===== src/rtl/mpuart_pkg.sv =====
package mpuart_pkg;
    typedef enum logic [2:0] {TX_IDLE, TX_START, TX_DATA, TX_NINTH, TX_STOP} tx_state_t;
    typedef enum logic [2:0] {RX_IDLE, RX_START, RX_DATA, RX_NINTH, RX_STOP} rx_state_t;

    localparam logic [1:0] REG_DATA = 2'd0;
    localparam logic [1:0] REG_CTRL = 2'd1;
    localparam logic [1:0] REG_ADDR = 2'd2;
    localparam logic [1:0] REG_MASK = 2'd3;

    localparam int CB_TXDONE = 0;
    localparam int CB_RXDONE = 1;
    localparam int CB_RXB9   = 2;
    localparam int CB_TXB9   = 3;
    localparam int CB_CLKSEL = 4;
    localparam int CB_MPEN   = 5;
    localparam int CB_NINE   = 6;
    localparam int CB_FERR   = 7;
endpackage


===== src/rtl/mpuart_tx.sv =====
module mpuart_tx
    import mpuart_pkg::*;
#(
    parameter int DW  = 8,
    parameter int OVS = 16
) (
    input  logic          clk,
    input  logic          rst_n,
    input  logic          tick,
    input  logic          start,
    input  logic [DW-1:0] din,
    input  logic          b9_in,
    input  logic          nine,
    output logic          txd,
    output logic          busy,
    output logic          done
);
    localparam int CW = $clog2(OVS);
    localparam int BW = $clog2(DW);

    tx_state_t     state, nxt;
    logic [CW-1:0] cnt;
    logic [BW-1:0] bidx;
    logic [DW-1:0] shreg;
    logic          b9;
    logic          bit_end;

    assign bit_end = tick && (cnt == CW'(OVS-1));

    always_comb begin
        nxt = state;
        unique case (state)
            TX_IDLE:  if (start) nxt = TX_START;
            TX_START: if (bit_end) nxt = TX_DATA;
            TX_DATA:  if (bit_end && bidx == BW'(DW-1)) nxt = nine ? TX_NINTH : TX_STOP;
            TX_NINTH: if (bit_end) nxt = TX_STOP;
            TX_STOP:  if (bit_end) nxt = TX_IDLE;
            default:  nxt = TX_IDLE;
        endcase
    end

    always_ff @(posedge clk or negedge rst_n) begin
        if (!rst_n) begin
            state <= TX_IDLE;
            cnt   <= '0;
            bidx  <= '0;
            shreg <= '0;
            b9    <= 1'b0;
        end else begin
            state <= nxt;
            if (state == TX_IDLE) begin
                cnt  <= '0;
                bidx <= '0;
                if (start) begin
                    shreg <= din;
                    b9    <= b9_in;
                end
            end else begin
                if (tick) cnt <= (cnt == CW'(OVS-1)) ? '0 : cnt + 1'b1;
                if (state == TX_DATA && bit_end) begin
                    bidx  <= bidx + 1'b1;
                    shreg <= shreg >> 1;
                end
            end
        end
    end

    always_comb begin
        txd  = 1'b1;
        busy = (state != TX_IDLE);
        done = (state == TX_STOP) && bit_end;
        unique case (state)
            TX_IDLE:  txd = 1'b1;
            TX_START: txd = 1'b0;
            TX_DATA:  txd = shreg[0];
            TX_NINTH: txd = b9;
            TX_STOP:  txd = 1'b1;
            default:  txd = 1'b1;
        endcase
    end

    AST_TX_START_LOW: assert property (@(posedge clk) disable iff (!rst_n)
        (state == TX_IDLE && start) |=> !txd);
    AST_TX_DONE_IDLE: assert property (@(posedge clk) disable iff (!rst_n)
        done |=> !busy);
endmodule


===== src/rtl/mpuart_rx.sv =====
module mpuart_rx
    import mpuart_pkg::*;
#(
    parameter int DW   = 8,
    parameter int OVS  = 16,
    parameter int SYNC = 2
) (
    input  logic          clk,
    input  logic          rst_n,
    input  logic          tick,
    input  logic          rxd,
    input  logic          nine,
    output logic          frame_done,
    output logic          frame_stop_ok,
    output logic [DW-1:0] frame_byte,
    output logic          frame_b9
);
    localparam int CW  = $clog2(OVS);
    localparam int BW  = $clog2(DW);
    localparam int MID = OVS / 2;

    rx_state_t       state, nxt;
    logic [SYNC-1:0] sync_q;
    logic            line;
    logic [CW-1:0]   cnt;
    logic [BW-1:0]   bidx;
    logic [DW-1:0]   shreg;
    logic            b9;
    logic [2:0]      votes;
    logic            maj;
    logic            bit_end;
    logic            in_window;

    assign line      = sync_q[SYNC-1];
    assign bit_end   = tick && (cnt == CW'(OVS-1));
    assign in_window = (cnt >= CW'(MID-1)) && (cnt <= CW'(MID+1));
    assign maj       = (votes[0] & votes[1]) | (votes[0] & votes[2]) | (votes[1] & votes[2]);

    always_comb begin
        nxt = state;
        unique case (state)
            RX_IDLE:  if (tick && !line) nxt = RX_START;
            RX_START: if (bit_end) nxt = maj ? RX_IDLE : RX_DATA;
            RX_DATA:  if (bit_end && bidx == BW'(DW-1)) nxt = nine ? RX_NINTH : RX_STOP;
            RX_NINTH: if (bit_end) nxt = RX_STOP;
            RX_STOP:  if (bit_end) nxt = RX_IDLE;
            default:  nxt = RX_IDLE;
        endcase
    end

    always_ff @(posedge clk or negedge rst_n) begin
        if (!rst_n) begin
            state  <= RX_IDLE;
            sync_q <= '1;
            cnt    <= '0;
            bidx   <= '0;
            shreg  <= '0;
            b9     <= 1'b0;
            votes  <= '1;
        end else begin
            state  <= nxt;
            sync_q <= {sync_q[SYNC-2:0], rxd};
            if (state == RX_IDLE) begin
                bidx <= '0;
                cnt  <= (tick && !line) ? CW'(1) : '0;
                if (tick && !line) b9 <= 1'b0;
            end else if (tick) begin
                cnt <= (cnt == CW'(OVS-1)) ? '0 : cnt + 1'b1;
                if (in_window) votes <= {votes[1:0], line};
                if (state == RX_DATA && bit_end) begin
                    shreg <= {maj, shreg[DW-1:1]};
                    bidx  <= bidx + 1'b1;
                end
                if (state == RX_NINTH && bit_end) b9 <= maj;
            end
        end
    end

    always_comb begin
        frame_done    = (state == RX_STOP) && bit_end;
        frame_stop_ok = maj;
        frame_byte    = shreg;
        frame_b9      = b9;
    end

    AST_RX_DONE_PULSE: assert property (@(posedge clk) disable iff (!rst_n)
        frame_done |=> !frame_done);
endmodule


===== src/rtl/mpuart_filter.sv =====
module mpuart_filter #(
    parameter int DW = 8
) (
    input  logic          clk,
    input  logic          rst_n,
    input  logic          mp_active,
    input  logic          frame_valid,
    input  logic          frame_b9,
    input  logic [DW-1:0] frame_byte,
    input  logic [DW-1:0] addr,
    input  logic [DW-1:0] mask,
    output logic          accept
);
    logic [DW-1:0] bit_ok;
    logic          match;
    logic          addressed;

    for (genvar i = 0; i < DW; i++) begin : g_cmp
        assign bit_ok[i] = !mask[i] || (frame_byte[i] == addr[i]);
    end
    assign match = &bit_ok;

    always_ff @(posedge clk or negedge rst_n) begin
        if (!rst_n)                       addressed <= 1'b0;
        else if (!mp_active)              addressed <= 1'b0;
        else if (frame_valid && frame_b9) addressed <= match;
    end

    assign accept = !mp_active || (frame_b9 ? match : addressed);

    AST_ADDR_MISS_DROPS: assert property (@(posedge clk) disable iff (!rst_n)
        (mp_active && frame_valid && frame_b9 && !match) |=> !addressed);
endmodule


===== src/rtl/mpuart.sv =====
module mpuart
    import mpuart_pkg::*;
#(
    parameter int DW   = 8,
    parameter int OVS  = 16,
    parameter int SYNC = 2
) (
    input  logic          clk,
    input  logic          rst_n,
    input  logic [1:0]    reg_addr,
    input  logic          reg_wr,
    input  logic [DW-1:0] reg_wdata,
    output logic [DW-1:0] reg_rdata,
    input  logic          tick_tmr,
    input  logic          tick_gen,
    input  logic          rxd,
    output logic          txd,
    output logic          irq
);
    logic          tx_done_q, rx_done_q, rx_b9_q, tx_b9_q;
    logic          clk_sel_q, mp_en_q, nine_q, ferr_q;
    logic [DW-1:0] addr_q, mask_q, hold_q;
    logic          tick, wr_ctrl, wr_data;
    logic          tx_busy, tx_fin, tx_start;
    logic          frame_done, frame_stop_ok, frame_b9;
    logic [DW-1:0] frame_byte;
    logic          accept, rx_load;
    logic [7:0]    ctrl_view;
    logic          unused_wbit;

    assign tick        = clk_sel_q ? tick_gen : tick_tmr;
    assign wr_ctrl     = reg_wr && (reg_addr == REG_CTRL);
    assign wr_data     = reg_wr && (reg_addr == REG_DATA);
    assign tx_start    = wr_data && !tx_busy;
    assign unused_wbit = reg_wdata[CB_RXB9];

    mpuart_tx #(.DW(DW), .OVS(OVS)) u_tx (
        .clk(clk), .rst_n(rst_n), .tick(tick), .start(tx_start),
        .din(reg_wdata), .b9_in(tx_b9_q), .nine(nine_q),
        .txd(txd), .busy(tx_busy), .done(tx_fin)
    );

    mpuart_rx #(.DW(DW), .OVS(OVS), .SYNC(SYNC)) u_rx (
        .clk(clk), .rst_n(rst_n), .tick(tick), .rxd(rxd), .nine(nine_q),
        .frame_done(frame_done), .frame_stop_ok(frame_stop_ok),
        .frame_byte(frame_byte), .frame_b9(frame_b9)
    );

    mpuart_filter #(.DW(DW)) u_filt (
        .clk(clk), .rst_n(rst_n), .mp_active(mp_en_q && nine_q),
        .frame_valid(frame_done && frame_stop_ok), .frame_b9(frame_b9),
        .frame_byte(frame_byte), .addr(addr_q), .mask(mask_q), .accept(accept)
    );

    assign rx_load = frame_done && frame_stop_ok && accept && !rx_done_q;

    always_ff @(posedge clk or negedge rst_n) begin
        if (!rst_n) begin
            tx_done_q <= 1'b0;
            rx_done_q <= 1'b0;
            rx_b9_q   <= 1'b0;
            tx_b9_q   <= 1'b0;
            clk_sel_q <= 1'b0;
            mp_en_q   <= 1'b0;
            nine_q    <= 1'b0;
            ferr_q    <= 1'b0;
            addr_q    <= '0;
            mask_q    <= '0;
            hold_q    <= '0;
        end else begin
            if (tx_fin)                                 tx_done_q <= 1'b1;
            else if (wr_ctrl && !reg_wdata[CB_TXDONE])  tx_done_q <= 1'b0;
            if (rx_load)                                rx_done_q <= 1'b1;
            else if (wr_ctrl && !reg_wdata[CB_RXDONE])  rx_done_q <= 1'b0;
            if (frame_done && !frame_stop_ok)           ferr_q <= 1'b1;
            else if (wr_ctrl && !reg_wdata[CB_FERR])    ferr_q <= 1'b0;
            if (rx_load) begin
                hold_q  <= frame_byte;
                rx_b9_q <= frame_b9;
            end
            if (wr_ctrl) begin
                tx_b9_q   <= reg_wdata[CB_TXB9];
                clk_sel_q <= reg_wdata[CB_CLKSEL];
                mp_en_q   <= reg_wdata[CB_MPEN];
                nine_q    <= reg_wdata[CB_NINE];
            end
            if (reg_wr && reg_addr == REG_ADDR) addr_q <= reg_wdata;
            if (reg_wr && reg_addr == REG_MASK) mask_q <= reg_wdata;
        end
    end

    always_comb begin
        ctrl_view = {ferr_q, nine_q, mp_en_q, clk_sel_q, tx_b9_q, rx_b9_q, rx_done_q, tx_done_q};
        unique case (reg_addr)
            REG_DATA: reg_rdata = hold_q;
            REG_CTRL: reg_rdata = DW'(ctrl_view);
            REG_ADDR: reg_rdata = addr_q;
            REG_MASK: reg_rdata = mask_q;
            default:  reg_rdata = '0;
        endcase
    end

    assign irq = tx_done_q | rx_done_q;

    AST_TXDONE_STICKY: assert property (@(posedge clk) disable iff (!rst_n)
        (tx_done_q && !(wr_ctrl && !reg_wdata[CB_TXDONE])) |=> tx_done_q);
    AST_FERR_STICKY: assert property (@(posedge clk) disable iff (!rst_n)
        (ferr_q && !(wr_ctrl && !reg_wdata[CB_FERR])) |=> ferr_q);
    AST_HOLD_KEPT: assert property (@(posedge clk) disable iff (!rst_n)
        (rx_done_q && !(wr_ctrl && !reg_wdata[CB_RXDONE])) |=> $stable(hold_q));
    AST_ADDR_MATCH_ON_LOAD: assert property (@(posedge clk) disable iff (!rst_n)
        (rx_load && mp_en_q && nine_q && frame_b9) |-> (((frame_byte ^ addr_q) & mask_q) == '0));
    AST_TXD_IDLE_HIGH: assert property (@(posedge clk) disable iff (!rst_n)
        !tx_busy |-> txd);
endmodule


===== config.mk =====
export PLATFORM = sky130hd
export DESIGN_NAME = mpuart
export DESIGN_NICKNAME = d
export VERILOG_FILES = /design/src/rtl/mpuart_pkg.sv /design/src/rtl/mpuart_tx.sv /design/src/rtl/mpuart_rx.sv /design/src/rtl/mpuart_filter.sv /design/src/rtl/mpuart.sv
export SDC_FILE = /design/constraint.sdc
export NUM_CORES = 1
export LEC_CHECK = 0
export ABC_AREA = 1
export CORE_UTILIZATION = 56
export CTS_CLUSTER_DIAMETER = 40
export DETAILED_ROUTE_END_ITERATION = 10
export DONT_BUFFER_PORTS = 1
export PLACE_DENSITY = 0.7
export RECOVER_POWER = 100
export SYNTH_ARGS = -nofsm -noshare
export SYNTH_HDL_FRONTEND = slang
export SYNTH_SLANG_ARGS = --single-unit

===== constraint.sdc =====
create_clock -name clk -period 1.7 [get_ports clk]
set_input_delay 0.085 -clock clk [delete_from_list [all_inputs] [get_ports clk]]
set_output_delay 0.085 -clock clk [all_outputs]
set_load 0.01 [all_outputs]

# Word level (Yosys, flattened, before mapping)
# Cells that the tools add are included.
[word_totals]
reg_bits = 76
in_bits = 16
wordCells = 187
[op_classes]
n_lt_le_gt_ge = 2
add_sub_neg = 4
mux = 45
eq_ne = 34
n_reduce_logical = 71
n_bitwise = 7
[ops]
columns = ["cell", "n"]
rows = [
  ["$mux W3", 16],
  ["$pmux W8 S4", 1],
  ["$pmux W3 S5", 2],
  ["$logic_and A1 B1 Y1", 25],
  ["$mux W4", 6],
  ["$mux W8", 3],
  ["$ne A2 B1 Y1 const B", 9],
  ["$logic_not A1 Y1", 16],
  ["$reduce_bool A2 Y1", 8],
  ["$mux W1", 15],
  ["$eq A3 B2 Y1 const B", 4],
  ["$eq A3 B3 Y1 const B", 4],
  ["$reduce_and A5 Y1", 2],
  ["$logic_or A1 B1 Y1", 9],
  ["$reduce_and A3 Y1", 3],
  ["$add A4 B1 Y4 const B", 2],
  ["$eq A1 B1 Y1", 8],
  ["$eq A4 B4 Y1 const B", 2],
  ["$reduce_and A8 Y1", 1],
  ["$add A3 B1 Y3 const B", 2],
  ["$eq A3 B1 Y1 const B", 2],
  ["$logic_not A3 Y1", 2],
  ["$reduce_and A2 Y1", 3],
  ["$eq A2 B2 Y1 const B", 2],
  ["other kinds (11)", 16],
]

# Depth between registers and ports, before layout
# Gate-level depths: netlist of run 1.
[logic_depth]
word_depth = 8
mapped_depth = 12
mapped_depth_nobuf = 12

# Hierarchy
# From an unflattened synthesis of run 1, not the netlist that was laid out.
[unflattened]
hier_cells = 531
area_unflattened_um2 = 4222.8
[modules_own_cells]
columns = ["mod", "instances", "cells_per_inst", "seq_area_each_um2", "area_per_inst_um2"]
rows = [
  ["mpuart", 1, 184, 800.8, 1626.6],
  ["mpuart_rx", 1, 147, 606.8, 1239.9],
  ["mpuart_tx", 1, 145, 475.5, 1091.0],
  ["mpuart_filter", 1, 55, 25.0, 265.3],
]

# Least setup slack after synthesis of run 1
# No wires, ideal clock.
[synth_timing]
path_kind = "register to register"
from = "register u_rx.cnt[0]"
to = "register hold_q[0]"
slack_ns = 0.091
t_arrival_ns = 1.491
required_time_ns = 1.582
stages_incl_launch_ff = 10
path_buffers = 0
setup_time_ns = 0.118
path_cell_list = "dfrtp_1 > ha_1 > nand3_2 > nor2_4 > nand3_2 > or2_4 > nand2_8 > nand2_4 > nand2_1 > nand2_1"
[synth_between]
elab_chain_len = 6
[synth_rtl]
columns = ["element", "line", "source"]
rows = [
  ["from (decl)", "mpuart_rx.sv:25", "logic [CW-1:0] cnt;"],
  ["from (signal assigned)", "mpuart_rx.sv:65", "cnt <= (tick && !line) ? CW'(1) : '0;"],
  ["from (signal assigned)", "mpuart_rx.sv:68", "cnt <= (cnt == CW'(OVS-1)) ? '0 : cnt + 1'b1;"],
  ["$eq A4 B4 Y1", "mpuart_rx.sv:35", "assign bit_end = tick && (cnt == CW'(OVS-1));"],
  ["$logic_and A1 B1 Y1", "mpuart_rx.sv:35", ""],
  ["$logic_and A1 B1 Y1", "mpuart_rx.sv:80", "frame_done = (state == RX_STOP) && bit_end;"],
  ["$logic_and A1 B1 Y1 (3 in a row)", "mpuart.sv:55", "assign rx_load = frame_done && frame_stop_ok && accept && !rx_done_q;"],
  ["to (signal assigned)", "mpuart.sv:78", "hold_q <= frame_byte;"],
  ["to (decl)", "mpuart.sv:22", "logic [DW-1:0] addr_q, mask_q, hold_q;"],
]
# Every way passes these cells.
# A chain may end at the register's enable or synchronous reset.

# Worst setup path in the final report of run 1
# Ends and elaborated chain as after synthesis.

==> results.md, run 1 <==
* Status: complete, but fails checks
* Violated checks: hold timing
* Worst min path class: in2async
* Initial Util at 58.29%
* RSZ-0062 raised after global routing: false
* Inserted Clock Buffers at 9
* MaxCap Viol Count at 0
* Actual slew at the worst max-slew pin at 0.5365 ns
* Worst EP arrival at 1.82 ns
* GRT busiest layer: met2
* Hpwl dp at 5.960 mm
* Max IR drop VDD at 0.7369 mV
* Worst clock skew at 0.008788 ns
* Routed WL per cell at 14.30 um
* Buf/Inv on CP at 0
* Largest net degree at the start of global routing at 77
* Total number of placement rows at 29
* GR Util met1 at 31.21%
* Initial DRC count at 152
* Max-slew violations at 0
* Critical Path Start Type: flop
* Antenna violations before repair at 0
* Most frequent cells in the layout: 145 x nand2_1, 70 x dfrtp_1, 44 x o21ai_0
* Final core occ at 67.24%
* DRT antenna net count at 0
* Clock transition at path regs at 0.08 ns
* TNS Setup at 0 ns
* Syn avg cell area at 8.074 um^2
* Slew HR at 64.15%
* Total power at 5.352 mW
* Design Area, Final at 0.004294 mm^2
* Crit path time final at 1.599 ns
* Cell Chain, Critical Path: ha_4 > nand3_2 > nor2_4 > nand3_2 > or2_4 > nand2_8 > nand2_8 > nand2_1 > nand2_1
* Sequential cell area fraction in the yosys report at 51.26%
* Overall die height at 83.53 um
* Vias in the first global route at 3121
* Clk root buf: clkbuf_8
* Post-CTS Hold Fix Bufs at 10
* PortBufs at 0
* Family with the most delay on the worst path: simple AND/OR/NAND/NOR gates
* N_diodes at 0
* Final Cycle Share at 94.03%
* Placed cell area at 0.003900 mm^2
* Routed vias at 3068
* GRT Resource Usage Total at 25.60%
* Pre-CTS WS at 0.01620 ns
* Worst R2R Path Depth at 9
* Synthesized area at 0.003722 mm^2
* Warnings from Yosys at 0
* Number of H-tree levels at 3
* Core Area at 0.006386 mm^2
* Max Root-Sink Buffers at 2
* Seq cells post-synth at 76
* CTS tree: done
* Synth area leaders: dfrtp_1 48%, nand2_1 15%, o21ai_0 5.9%
* Layout cells sized above 1 at 13.23%
* Vias/cell at 5.326
* DRC viols at 0
* Reg2reg end: hold_q[0]
* Die width at 83.53 um
* Worst-path fanout max at 10
* DR pass1 iterations at 6
* WL final at 8.239 mm
* Leakage at 2.119 nW
* Slowest-stage cell, CP: dfrtp_1
* CTS sink count at 76
* I/O Pins at 26
* Proportion of netlist area held by the largest area contributor at 47.73%
* Area grow syn2layout at 15.36%
* Syn Nets at 485
* Die footprint at 0.006977 mm^2
* GR Util met3 at 4.253%
* Total grt overflow at 0
* First-pass GRT wire length at 14.08 mm
* Power density cells at 1246 mW/mm^2
* Most common cell after layout, fill and taps aside: nand2_1
* Nets at 518
* Final Hold Slack at -0.5716 ns
* RR Startpoint: u_rx.cnt[0]
* Worst R2R Setup Slack at 0.10 ns
* CP endpoint kind: flop
* FMAX at 625.6 MHz
* Final worst slack at 0.1015 ns
* Met2 Use GR at 45.31%
* Max incr delay on CP at 0.40 ns
* Setup-failing EPs final at 0
* Placer Congestion at 0.8236
* Worst setup path class: reg2reg
* Synth cell types at 34
* Worst skew pair latency at 0.34 ns
* Synth area leader: dfrtp_1
* Cells after synthesis at 461
* Final Hold Fails at 76
* CP required at 1.92 ns
==> sequential cells by signal, indices dropped and copies added, names as in the netlist, 2 cells and up <==
signal           count
u_tx.cnt             4
u_tx.state           3
u_rx.bidx            3
u_rx.frame_byte      8
u_rx.sync_q          2
u_tx.bidx            3
mask_q               8
u_rx.cnt             4
u_rx.votes           3
u_tx.shreg           8
u_rx.state           3
hold_q               8
addr_q               8
==> cells by family after synthesis <==
group                    count (synthesis)  synth area share, %
AO/OA/AOI/OAI                           76                11.46
AND/OR/NAND/NOR                        244                28.24
flip-flops                              76                51.26
adder cells (fa/ha/maj)                  8                2.689
buffers and inverters                   54                5.580
multiplexers                             1               0.3025
XOR/XNOR                                 2               0.4707
==> area by class of cell <==
type	instances	area, um^2
inverters	47	176.4
repair buffers	29	231.5
fillers	574	2092
well taps	77	96.34
clock inverters	3	42.54
clock buffers	13	178.9
flip-flops and latches	76	1909
multi-input cells	331	1659
==> worst reg2reg max path: stages, from the launching register on <==
cell and delay (ns):
dfrtp_1 0.40, ha_4 0.16, nand3_2 0.10, nor2_4 0.13, nand3_2 0.10, or2_4 0.27, nand2_8 0.12, nand2_8 0.08
nand2_1 0.07, nand2_1 0.05
==> metrics by stage <==
| step | hold WS, ns | instances |
|---|---|---|
| 2_1_floorplan | -0.2106 | 461 |
| 3_3_place_gp | -0.2092 | 546 |
| 3_5_place_dp | -0.2092 | 546 |
| 4_1_cts | -0.5822 | 572 |
| 5_1_grt | -0.5874 | 576 |
| 6_report | -0.5716 | 576 |
==> how the worst max path moves through the flow <==
stage,from,slack (ns),endpoint,cells past startpoint
floorplan,u_rx.cnt[0],0.09,hold_q[0],9
global placement,u_rx.cnt[1],0.08,hold_q[2],10
detailed placement,u_rx.cnt[1],0.02,hold_q[3],10
CTS,u_rx.cnt[1],0.006,hold_q[0],9
global route,u_rx.state[1],0.009,hold_q[1],9
finish,u_rx.cnt[0],0.10,hold_q[0],9
==> synth_stat cells <==
| library cell | number |
|---|---|
| ha_1 | 8 |
| o21ai_1 | 1 |
| nor2_4 | 1 |
| inv_1 | 43 |
| dfrtp_1 | 71 |
| a32o_1 | 3 |
| dfstp_2 | 5 |
| nor2_2 | 4 |
| nor3_1 | 1 |
| xor2_1 | 2 |
| buf_2 | 1 |
| nor2_1 | 43 |
| a31oi_1 | 6 |
| mux2_2 | 1 |
| o31ai_1 | 1 |
| a22o_1 | 1 |
| o211ai_1 | 5 |
| nand3_1 | 29 |
| o21ai_0 | 44 |
| nand2_4 | 1 |
| clkinv_1 | 2 |
| clkbuf_1 | 5 |
| or2_2 | 2 |
| o32ai_1 | 1 |
| nand2_2 | 3 |
| o22ai_1 | 1 |
| or2_4 | 1 |
| nand3_2 | 3 |
| nand4_1 | 8 |
| nand2_1 | 147 |
| buf_4 | 1 |
| inv_2 | 2 |
| nand2_8 | 1 |
| a21oi_1 | 13 |
==> report_power, final <==
part / leakage [nW] / switching (mW) / internal (mW)
sequential: 0.967 / 0.260 / 2.15
clock: 0.112 / 0.624 / 0.837
combinational: 1.04 / 0.907 / 0.575
==> what timing repair did <==
| action | 4_1_cts | 5_1_grt |
|---|---|---|
| buffers inserted | 0 | 4 |
| endpoints found under the setup margin | 2 | 28 |
| endpoints found under the hold margin | 107 | 76 |
| pin swaps | 0 | 2 |
| resized for setup | 2 | 13 |
==> metal layers <==
layer	routed length, um	part of all wire [%]
met5	0	0
met3	300	3.6
met2	4067	49
met1	3699	45
met4	172	2.1
(Power assumes the default switching activity.)
==> run 2: changes to the inputs <==
PLACE_DENSITY = 0.75   (was 0.7)
==> results.md, run 2 (same netlist as run 1, synthesis figures left out) <==
* Status: complete, but fails checks
* Violated checks: hold timing
* Critical Path Start Type: flop
* CP required at 1.94 ns
* Actual slew at the worst max-slew pin at 0.4955 ns
* Worst min path class: in2async
* Die footprint at 0.006977 mm^2
* Initial Util at 58.29%
* GRT Resource Usage Total at 24.80%
* Cell Chain, Critical Path: nand2_1 > nand2_4 > nor2_4 > nand3_2 > or2_4 > nand2_8 > nand2_4 > nand2_1 > nand2_1
* Die width at 83.53 um
* Final Hold Slack at -0.5749 ns
* Placer Congestion at 0.8593
* Crit path top cell by count: nand2_1
* FMAX at 621.5 MHz
* Worst skew pair latency at 0.35 ns
* Post-CTS Hold Fix Bufs at 10
* Area grow syn2layout at 14.92%
* N_diodes at 0
* DRC viols at 0
* Max incr delay on CP at 0.44 ns
* Worst clock skew at 0.005413 ns
* Worst setup path class: reg2reg
* Met3 Routed Length at 324 um
* Power density cells at 1250 mW/mm^2
* Vias in the first global route at 2981
* PortBufs at 0
* Worst EP arrival at 1.85 ns
* Inserted Clock Buffers at 9
* RSZ-0062 raised after global routing: true
* Final Hold Fails at 76
* WL final at 7.983 mm
* MaxCap Viol Count at 0
* Placed insts at 543
* Layout cells sized above 1 at 12.25%
* First-pass GRT wire length at 13.57 mm
* Setup-failing EPs final at 0
* Total grt overflow at 0
* Initial DRC count at 177
* Hpwl dp at 5.618 mm
* # fillers at 515
* CP endpoint kind: flop
* Pre-CTS WS at 0.02877 ns
* Most common cell after layout, fill and taps aside: nand2_1
* DRT antenna net count at 0
* Final core occ at 66.99%
* Vias/cell at 5.332
* Routed vias at 3066
* Max IR drop VDD at 0.7464 mV
* Final worst slack at 0.09108 ns
* DR pass1 iterations at 4
* Clock transition at path regs at 0.08 ns
* Met2 WL at 3.798 mm
* Largest net degree at the start of global routing at 77
* Core Area at 0.006386 mm^2
* Most frequent cells in the layout: 144 x nand2_1, 70 x dfrtp_1, 43 x inv_1, 43 x nor2_1, 43 x o21ai_0
* Overall die height at 83.53 um
* Nets at 517
* Antenna violations before repair at 0
* Number of H-tree levels at 3
* Slew HR at 66.89%
* Routed WL per cell at 13.88 um
* Leakage at 2.117 nW
* Slowest-stage cell, CP: dfrtp_2
* Top routing layer used: met4
* Crit path time final at 1.609 ns
* Finished Layout Cells at 575
* Worst-path fanout max at 10
* Final Cycle Share at 94.64%
* Clk root buf: clkbuf_8
* Met1 Wirelength at 3.752 mm
* Max-slew violations at 0
* CTS sink count at 76
* Total power at 5.347 mW
* Total number of placement rows at 29
* I/O Pins at 26
* Max Root-Sink Buffers at 2
* CTS tree: done
run 2: changes by cell type in the layout (fill, tap and decap cells not counted), sizes merged:
cell,change
buf,+2
clkinv,-1
clkinvlp,-1
clkbuf,-1
run 2: what timing repair did:
action / CTS / global route
gates resized for setup: 0 / 13
buffers inserted: 0 / 6
endpoints found under the hold margin: 107 / 76
endpoints found under the setup margin: 0 / 24
run 2: through the flow:
step           cell area (um^2)   TNS, ns  hold slack [ns]
6_report                   4278         0          -0.5749
3_5_place_dp               3877         0          -0.2090
5_1_grt                    4278  -0.04409          -0.6004
4_1_cts                    4184         0          -0.5889
3_3_place_gp               3877         0          -0.2091
2_1_floorplan              3722         0          -0.2106
run 2: worst paths after layout:
path                                      from              to  slack, ns  cells after the start
worst min-delay path                     rst_n   u_tx.shreg[0]      -0.57                      0
worst max-delay path                 clk_sel_q       hold_q[5]       0.09                      9
min in group clk                   reg_addr[0]   u_tx.shreg[7]       0.03                      3
worst max register to register       clk_sel_q       hold_q[5]       0.09                      9
max in group asynchronous                rst_n  u_rx.sync_q[0]       2.06                      0
worst min register to register  u_rx.sync_q[0]  u_rx.sync_q[1]       0.36                      0
run 2: layout make-up:
cell class                      count  area, um^2  area share (%)
Inverter                           47       176.4           4.124
Clock inverter                      1       30.03          0.7020
Clock buffer                       15       176.4           4.124
Tap cell                           77       96.34           2.252
Timing Repair Buffer               28       231.5           5.411
Multi-Input combinational cell    331        1658           38.75
Sequential cell                    76        1909           44.63
run 2: where the power goes:
| group | switching (mW) | internal (mW) | leakage, nW |
|---|---|---|---|
| logic | 0.911 | 0.597 | 1.05 |
| registers | 0.263 | 2.15 | 0.967 |
| clock network | 0.627 | 0.802 | 0.104 |
run 2: layer usage:
metal	GRT usage, %	up-vias
met2	40.16	71
met3	5.341	11
met1	32.87	1419
met4	9.707	0
li1	-	1565
met5	0	-
run 2: critical path: cells and delay by family, from the launching register on:
| family | cells | cell delay [ns] |
|---|---|---|
| DFF | 1 | 0.44 |
| and+or+nand+nor | 9 | 1.06 |
==> run 3: changes to the inputs <==
ABC_AREA = unset   (was 1)
MAX_ROUTING_LAYER = met4   (was unset)
==> results.md, run 3 <==
* CP endpoint kind: flop
* Predominant post-synthesis flop cell: dfrtp_1
* Nets at 430
* Worst min path class: in2async
* Largest net degree at the start of global routing at 77
* Overall die height at 87.26 um
* Crit path time final at 1.742 ns
* Placer Congestion at 0.8511
* Most frequent cells in the layout: 71 x dfrtp_1, 37 x mux2_2, 37 x buf_4
* Actual slew at the worst max-slew pin at 0.5649 ns
* Final Hold Fails at 76
* Worst clock skew at 0.01402 ns
* Leakage at 2.195 nW
* DRT antenna net count at 0
* Seq cells post-synth at 76
* Layout cells sized above 1 at 38.20%
* Worst skew pair latency at 0.36 ns
* DRC viols at 0
* Clock transition at path regs at 0.09 ns
* Total grt overflow at 0
* DR pass1 iterations at 4
* Syn Nets at 383
* GRT Resource Usage Total at 28.33%
* Sequential Power Share at 40.8%
* Initial DRC count at 256
* Routed WL per cell at 19.80 um
* Asr flop ratio synth at 100.0%
* Switching share of power at 31.70%
* Clk root buf: clkbuf_8
* Worst EP arrival at 1.96 ns
* MaxCap Viol Count at 0
* Syn avg cell area at 11.34 um^2
* P_sw at 1.805 mW
* Routed vias at 3107
* Logic pwr share at 32.4%
* Slew HR at 62.34%
* PortBufs at 0
* Cells after synthesis at 359
* Area grow syn2layout at 23.02%
* Vias/cell at 6.128
* I/O Pins at 26
* Number of synthesized flops with an enable pin at 0
* Status: complete, but fails checks
* Inserted Clock Buffers at 9
* Max IR drop VDD at 0.9446 mV
* Violated checks: hold timing, setup timing
* CTS sink count at 76
* Antenna violations before repair at 0
* Power density cells at 1137 mW/mm^2
* Initial Util at 58.93%
* Core Area at 0.006907 mm^2
* Synth area leader: dfrtp_1
* Most common cell after layout, fill and taps aside: dfrtp_1
* Setup-failing EPs final at 9
* Worst setup path class: reg2reg
* Most frequent cell after synthesis: dfrtp_1
* N_diodes at 0
* Warnings from Yosys at 0
* Synthesized area at 0.004070 mm^2
* Clock network power share at 26.7%
* Total power at 5.694 mW
* Total number of placement rows at 30
* Synth cell types at 50
* Post-synth top cells: 71 x dfrtp_1, 46 x mux2_2, 18 x nand2_1
* Placed insts at 473
* Proportion of netlist area held by the largest area contributor at 43.65%
* WL final at 10.04 mm
* Number of H-tree levels at 3
* Max-slew violations at 0
* Synth area leaders: dfrtp_1 44%, mux2_2 13%, mux4_2 4.4%
* Vias in the first global route at 3123
* Hpwl dp at 6.324 mm
* Final core occ at 72.50%
* Cell Chain, Critical Path: mux2_4 > and4_4 > and2_4 > a221oi_2 > o311ai_1
* Finished Layout Cells at 507
* Max Root-Sink Buffers at 2
* CTS tree: done
* FMAX at 574.0 MHz
* Critical Path Start Type: flop
* Die width at 87.26 um
* Worst-path fanout max at 10
* Pre-CTS WS at -0.06747 ns
* Final Cycle Share at 102.5%
* RSZ-0062 raised after global routing: true
* Final Hold Slack at -0.5895 ns
* Final worst slack at -0.04215 ns
* Die footprint at 0.007613 mm^2
* CP required at 1.92 ns
* Internal at 3.889 mW
* Slowest-stage cell, CP: dfrtp_1
* Sequential cell area fraction in the yosys report at 46.88%
* Max incr delay on CP at 0.43 ns
* First-pass GRT wire length at 15.62 mm
## run 3: changes by cell type after synthesis, moves of 21 or more
cell,before,now
nand2_1,147,18
mux2_2,1,46
o21ai_0,44,15
inv_1,43,16
nor2_1,43,17
nand3_1,29,8
## run 3: path summary, 6_finish.rpt
kind | startpoint | endpoint | slack [ns] | cells after the start
max in group asynchronous | rst_n | u_rx.sync_q[0] | 2.07 | 0
hold reg to reg | u_rx.sync_q[0] | u_rx.sync_q[1] | 0.36 | 0
hold / removal | rst_n | u_rx.cnt[0] | -0.59 | 0
min in group clk | reg_wdata[2] | u_tx.shreg[2] | 0.01 | 2
setup reg to reg | clk_sel_q | hold_q[5] | -0.04 | 5
setup / recovery | clk_sel_q | hold_q[5] | -0.04 | 5
## run 3: what timing repair did
action,CTS,global route
gates cloned,2,0
pin swaps,8,14
buffers inserted,2,3
setup endpoints to repair,16,32
hold buffers,9,2
hold endpoints to repair,103,78
resized for setup,14,26
## run 3: cells by family (layout without fill, tap and decap cells)
group,after synthesis,after routing,share of synthesized area [%]
simple gates,96,97,12.76
flops,76,76,46.88
compound gates,72,73,12.73
mux,59,59,18.51
buf+inv,37,87,4.242
xor+xnor,10,10,2.152
fa+ha+maj,9,9,2.736
## run 3: cell type report
| type | instances | area [um^2] |
|---|---|---|
| multi-input cells | 248 | 2227 |
| flip-flops and latches | 76 | 1908 |
| fillers | 450 | 1899 |
| repair buffers | 55 | 469.2 |
| clock buffers | 11 | 131.4 |
| well taps | 96 | 120.1 |
| clock inverters | 5 | 83.83 |
| inverters | 16 | 67.56 |
## run 3: per-layer routing
layer | vias to the layer above | global-route usage [%] | share of wire (%)
met5 | - | - | 0
met4 | 0 | 11.92 | 1.8
met3 | 17 | 6.635 | 5.3
met2 | 83 | 43.18 | 50
met1 | 1583 | 36.54 | 43
li1 | 1424 | - | -
## run 3: power by group through the flow
stage               clock (mW)  combinational [mW]  sequential, mW
floorplan                    0                1.06            2.30
finish                    1.52                1.85            2.32
global placement             0                1.48            2.32
CTS                       1.54                1.66            2.31
global route              1.62                1.98            2.36
detailed placement           0                1.54            2.34
## run 3: metrics by stage
stage | area (um^2) | hold WS (ns) | setup TNS [ns]
after global routing | 5007 | -0.5991 | -1.634
final | 5007 | -0.5895 | -0.1591
after floorplan | 4154 | -0.2106 | -0.7618
after detailed placement | 4469 | -0.2075 | -0.6737
after CTS | 4858 | -0.5993 | -0.06371
after global placement | 4469 | -0.2078 | -0.2176
## run 3: critical path: cells and delay by family (launching register included)
| family | cells | cell delay, ns |
|---|---|---|
| simple gates | 2 | 0.43 |
| flops | 1 | 0.43 |
| compound gates | 2 | 0.40 |
| mux | 1 | 0.34 |
